[config.mk]
export PLATFORM = sky130hd
export DESIGN_NAME = useq_dual_addr
export DESIGN_NICKNAME = d
export VERILOG_FILES = /design/src/rtl/useq_pkg.sv /design/src/rtl/useq_rom.sv /design/src/rtl/useq_qual_mux.sv /design/src/rtl/useq_next_addr.sv /design/src/rtl/useq_strobe_dec.sv /design/src/rtl/useq_dual_addr.sv
export SDC_FILE = /design/constraint.sdc
export NUM_CORES = 1
export LEC_CHECK = 0
export ABC_CLOCK_PERIOD_IN_PS = 3500
export BUFFER_PORTS_ARGS = -buffer_cell sky130_fd_sc_hd__buf_2
export CORE_AREA = 10 10 47 49
export CTS_CLUSTER_DIAMETER = 50
export DETAILED_ROUTE_END_ITERATION = 7
export DIE_AREA = 0 0 57 59
export PLACE_DENSITY_LB_ADDON = 0.2
export SYNTH_ARGS = -nofsm -noshare
export SYNTH_HDL_FRONTEND = slang
export SYNTH_SLANG_ARGS = --single-unit
[constraint.sdc]
create_clock -name clk -period 3.5 [get_ports clk]
set_input_delay 1.05 -clock clk [delete_from_list [all_inputs] [get_ports clk]]
set_output_delay 1.05 -clock clk [all_outputs]
set_load 0.05 [all_outputs]
[src/rtl/useq_pkg.sv]
package useq_pkg;

  localparam int DEF_STATE_W = 4;
  localparam int DEF_QSEL_W  = 3;
  localparam int DEF_CODE_W  = 3;
  localparam int DEF_WORD_W  = DEF_QSEL_W + 2 * DEF_STATE_W + DEF_CODE_W;
  localparam int DEF_DEPTH   = 1 << DEF_STATE_W;

  // Default image: computed walk through every state, each select value
  // and each output code; states with index 3 mod 4 branch on nothing.
  function automatic logic [DEF_DEPTH*DEF_WORD_W-1:0] default_program();
    logic [DEF_DEPTH*DEF_WORD_W-1:0] img;
    img = '0;
    for (int s = 0; s < DEF_DEPTH; s++) begin
      logic [DEF_QSEL_W-1:0]  sel;
      logic [DEF_STATE_W-1:0] tgt_t;
      logic [DEF_STATE_W-1:0] tgt_f;
      logic [DEF_CODE_W-1:0]  code;
      sel   = DEF_QSEL_W'(s % (1 << DEF_QSEL_W));
      tgt_t = DEF_STATE_W'((s * 5 + 3) % DEF_DEPTH);
      tgt_f = (s % 4 == 3) ? tgt_t : DEF_STATE_W'((s * 11 + 7) % DEF_DEPTH);
      code  = DEF_CODE_W'((s * 3) % (1 << DEF_CODE_W));
      img[s*DEF_WORD_W +: DEF_WORD_W] = {sel, tgt_t, tgt_f, code};
    end
    return img;
  endfunction

endpackage

[src/rtl/useq_rom.sv]
module useq_rom #(
  parameter int ADDR_W = 4,
  parameter int WORD_W = 14,
  parameter logic [(1<<ADDR_W)*WORD_W-1:0] IMAGE = '0
) (
  input  logic              clk,
  input  logic [ADDR_W-1:0] rd_addr,
  output logic [WORD_W-1:0] rd_word
);

  localparam int DEPTH = 1 << ADDR_W;

  logic [WORD_W-1:0] mem [DEPTH];

  for (genvar i = 0; i < DEPTH; i++) begin : g_word
    assign mem[i] = IMAGE[i*WORD_W +: WORD_W];
  end

  // Synchronous read: the read register holds the word of the state
  // that the state register takes on the same edge.
  always_ff @(posedge clk) begin
    rd_word <= mem[rd_addr];
  end

endmodule

[src/rtl/useq_qual_mux.sv]
module useq_qual_mux #(
  parameter int NUM_QUAL = 6,
  parameter int SEL_W    = 3
) (
  input  logic [NUM_QUAL-1:0] qual,
  input  logic [SEL_W-1:0]    sel,
  output logic                hit
);

  localparam int SPAN = 1 << SEL_W;

  logic [SPAN-1:0] padded;

  for (genvar i = 0; i < SPAN; i++) begin : g_leg
    if (i < NUM_QUAL) begin : g_live
      assign padded[i] = qual[i];
    end else begin : g_tied
      assign padded[i] = 1'b0;
    end
  end

  assign hit = padded[sel];

endmodule

[src/rtl/useq_next_addr.sv]
module useq_next_addr #(
  parameter int ADDR_W = 4
) (
  input  logic              rst,
  input  logic              hit,
  input  logic [ADDR_W-1:0] true_addr,
  input  logic [ADDR_W-1:0] false_addr,
  output logic [ADDR_W-1:0] next_addr
);

  always_comb begin
    if (rst) begin
      next_addr = '0;
    end else if (hit) begin
      next_addr = true_addr;
    end else begin
      next_addr = false_addr;
    end
  end

endmodule

[src/rtl/useq_strobe_dec.sv]
module useq_strobe_dec #(
  parameter int CODE_W     = 3,
  parameter int NUM_STROBE = 7
) (
  input  logic [CODE_W-1:0]     code,
  output logic [NUM_STROBE-1:0] strobe
);

  for (genvar i = 0; i < NUM_STROBE; i++) begin : g_line
    assign strobe[i] = (code == CODE_W'(i + 1));
  end

endmodule

[src/rtl/useq_dual_addr.sv]
module useq_dual_addr #(
  parameter int STATE_W  = 4,
  parameter int QSEL_W   = 3,
  parameter int CODE_W   = 3,
  parameter int NUM_QUAL = 6,
  parameter logic [(1<<STATE_W)*(QSEL_W+2*STATE_W+CODE_W)-1:0] PROGRAM =
    useq_pkg::default_program()
) (
  input  logic                       clk,
  input  logic                       rst,
  input  logic [NUM_QUAL-1:0]        qual_i,
  output logic [STATE_W-1:0]         state_o,
  output logic [(1<<CODE_W)-2:0]     strobe_o
);

  localparam int WORD_W     = QSEL_W + 2 * STATE_W + CODE_W;
  localparam int NUM_STROBE = (1 << CODE_W) - 1;
  localparam int CODE_LSB   = 0;
  localparam int FALSE_LSB  = CODE_LSB + CODE_W;
  localparam int TRUE_LSB   = FALSE_LSB + STATE_W;
  localparam int QSEL_LSB   = TRUE_LSB + STATE_W;

  logic [STATE_W-1:0] state_q;
  logic [STATE_W-1:0] state_d;
  logic [WORD_W-1:0]  uword_q;
  logic               qual_hit;

  logic [QSEL_W-1:0]  f_sel;
  logic [STATE_W-1:0] f_true;
  logic [STATE_W-1:0] f_false;
  logic [CODE_W-1:0]  f_code;

  assign f_sel   = uword_q[QSEL_LSB  +: QSEL_W];
  assign f_true  = uword_q[TRUE_LSB  +: STATE_W];
  assign f_false = uword_q[FALSE_LSB +: STATE_W];
  assign f_code  = uword_q[CODE_LSB  +: CODE_W];

  useq_rom #(
    .ADDR_W (STATE_W),
    .WORD_W (WORD_W),
    .IMAGE  (PROGRAM)
  ) u_rom (
    .clk     (clk),
    .rd_addr (state_d),
    .rd_word (uword_q)
  );

  useq_qual_mux #(
    .NUM_QUAL (NUM_QUAL),
    .SEL_W    (QSEL_W)
  ) u_qmux (
    .qual (qual_i),
    .sel  (f_sel),
    .hit  (qual_hit)
  );

  useq_next_addr #(
    .ADDR_W (STATE_W)
  ) u_next (
    .rst        (rst),
    .hit        (qual_hit),
    .true_addr  (f_true),
    .false_addr (f_false),
    .next_addr  (state_d)
  );

  always_ff @(posedge clk) begin
    state_q <= state_d;
  end

  useq_strobe_dec #(
    .CODE_W     (CODE_W),
    .NUM_STROBE (NUM_STROBE)
  ) u_dec (
    .code   (f_code),
    .strobe (strobe_o)
  );

  assign state_o = state_q;

endmodule

==> qor.yml <==
clock_network:
  h-tree-depth: 1
  cts_tree: "yes"
  numCtsBuffers: 3
  cts_buffer_depth: 2
  ctsHoldBuffers: 0
  post-cts-setup-buffer-count: 0
  clkLatencyLatePin_ps: 270
  cts.sinks: 12
  cts_resized: 0
  clk_pin_slew_worst_paths_ps: 70
  cts_root_buf: "clkbuf_4"
power:
  power_density_nw_per_um2: 767
  ir_drop_uv: 328
  leakagePower_nw: 0.356
global_routing:
  grt_max_degree: 12
  antenna_found_initial: 0
  grt_pass1_vias: 435
  grt_pass1_wl_um: 1860
  overflow: 0
  track_usage: 0.0679
synthesis:
  synth_cells: 55
  synth-edff-count: 0
  synth_top_area_share: 0.409
  syn-num-nets: 67
  synth_compound_area_frac: 0
  synthSimpleGateAreaFrac: 0.211
  yosysTopAreaCell: "dfxtp_1"
  synth_mux_area_frac: 0.196
  netlist_top_cells_count: "dfxtp_1, mux2i_1, inv_1, nor3b_1, ha_1"
  yosysUniqueCellTypes: 21
  syn_area_per_cell_um2: 10.7
  synth.area.top_cells: "dfxtp_1, mux2i_1, ha_1"
  synth_most_common_cell: "dfxtp_1"
  ys.warnings.count: 0
  synthAdderAreaFrac: 0.0851
  async_flop_share: 0
  synth_top_family_by_area: "simple AND/OR/NAND/NOR gates"
  ys.flop_type: "dfxtp_1"
  yosys.area_share.xor_xnor: 0.0298
  seq_area_frac_synth: 0.409
  synth_area_um2: 588
  ys_seq_elements: 12
critical_path:
  critical_path.top_delay_family: "simple AND/OR/NAND/NOR gates"
  r2r-end: "u_rom.rd_word[10]"
  cpMostUsedCell: "mux2i_1"
  reg2reg_slack_ps: 1150
  critical_path_buf_inv_count: 3
  path_depth: 11
  endpoint_kind: "flop"
  worstPathCellList: "buf_2 > mux2i_1 > nor3b_1 > nor3_2 > mux2i_1 > or2_2 > inv_1 > ha_1 > inv_1 > xnor2_1 > mux2i_1"
  slowest_delay_ps: 360
  cp_slowest_cell: "nor3_2"
  critPathKind: "in2reg"
  worstPathArrival_ps: 2820
  rr_worst_depth: 10
  cp.required_ps: 3660
  startpoint_type: "primary input"
  timing.rr.start: "u_rom.rd_word[11]"
  cp_max_fo: 3
route:
  vias: 434
  first_pass_iters: 4
  routedWlPerCell_um: 12.2
  drtAntennaViolNets: 0
  vias_per_cell: 4.82
  drc: 0
  wl_um: 1100
  drt_iter0_drc: 6
floorplanning:
  fp.dieArea_um2: 3360
  die_h_um: 59
  num_rows: 14
  initial_core_util: 0.420
  ios: 19
  die_w_um: 57
  core_um2: 1400
outcome:
  status: "completed"
final_layout:
  drive_above_1_share: 0.392
  fin_cells: 90
  area_growth_syn_to_layout_pct: 21.1
  multi_input_area_um2: 307
  diodes: 0
  fill_cells: 136
  nets: 87
  seqCellArea_um2: 240
timing:
  fin_crit_ps: 2660
  fin_setup_tns_ps: 0
  clock.fmax_ghz: 0.376
  skew_ps: 1.87
  final-setup-viol-count: 0
  fin_hold_ws_ps: 486
  final.period_utilization: 0.761
  slew_viol_final: 0
  grt_setup_unrepaired: "false"
  final_hold_viol_count: 0
  worstMarginPinSlew_ps: 374
  relSlewSlack: 0.746
placed_design:
  dp_cells: 86
  routabilityCongestion: 0.683
  portBuffers: 18
  hpwl_um: 907
hold_path:
  holdCritStartpoint: "u_rom.rd_word[7]"
  min_to: "u_rom.rd_word[7]"
  hp-class: "reg2reg"
  hold_depth: 1
job:
  maxCapViolCount: 0
kinds of logic (layout without fill, tap and decap cells):
family        Yosys count  count (layout)
xor+xnor                2               2
simple gates           18              18
fa+ha+maj               4               4
flops                  12              12
buf+inv                 8              27
mux                    11              11
through the flow:
step,instance area (µm²),setup WS [ps],total power [mW],util
global route,712,628,0.579,0.508
detailed placement,676,526,0.444,0.482
CTS,712,816,0.552,0.508
floorplan,588,804,0.397,-
global placement,676,527,0.439,0.482
finish,712,837,0.546,0.508
cell usage in the layout, fill, tap and decap left out:
| master | count |
|---|---|
| or2b_2 | 1 |
| ha_1 | 4 |
| or2_2 | 1 |
| mux2i_2 | 1 |
| inv_1 | 5 |
| clkbuf_4 | 3 |
| xnor2_1 | 2 |
| nor3_2 | 1 |
| nand2_1 | 2 |
| nor2_4 | 1 |
| buf_2 | 18 |
| mux2i_1 | 9 |
| nor3b_1 | 5 |
| nor3_1 | 1 |
| mux2_1 | 1 |
| dfxtp_1 | 12 |
| and3_2 | 1 |
| nand2b_1 | 2 |
| clkbuf_8 | 1 |
| and3b_2 | 1 |
| nor2_1 | 2 |
flip-flops by register name, indices dropped and copies added, names as in the netlist:
register	cells
u_rom.rd_word	10
state_o	2
layout make-up:
| type | count | area share |
|---|---|---|
| Inverter | 5 | 0.0264 |
| Tap cell | 16 | 0.0281 |
| Timing Repair Buffer | 18 | 0.127 |
| Multi-Input combinational cell | 35 | 0.431 |
| Sequential cell | 12 | 0.337 |
| Clock buffer | 4 | 0.0510 |
metal layers:
metal	track usage	vias to the layer above	wire length, µm
met3	0.0343	2	141
met5	0	-	0
met4	0.0503	0	10
li1	-	217	-
met2	0.0946	17	471
met1	0.0776	198	475
how the worst max path moves through the flow:
stage	start	end
after floorplan	qual_i[5]	u_rom.rd_word[6]
after global placement	qual_i[5]	u_rom.rd_word[6]
after detailed placement	qual_i[4]	u_rom.rd_word[6]
after CTS	qual_i[4]	u_rom.rd_word[10]
after global routing	qual_i[4]	u_rom.rd_word[6]
final	qual_i[5]	u_rom.rd_word[10]
power breakdown:
group / internal, mW / switching [mW]
logic: 0.0810 / 0.154
registers: 0.177 / 0.0260
clock network: 0.0632 / 0.0450
total: 0.321 / 0.225
Note: power is estimated with default switching activity, not from simulation.
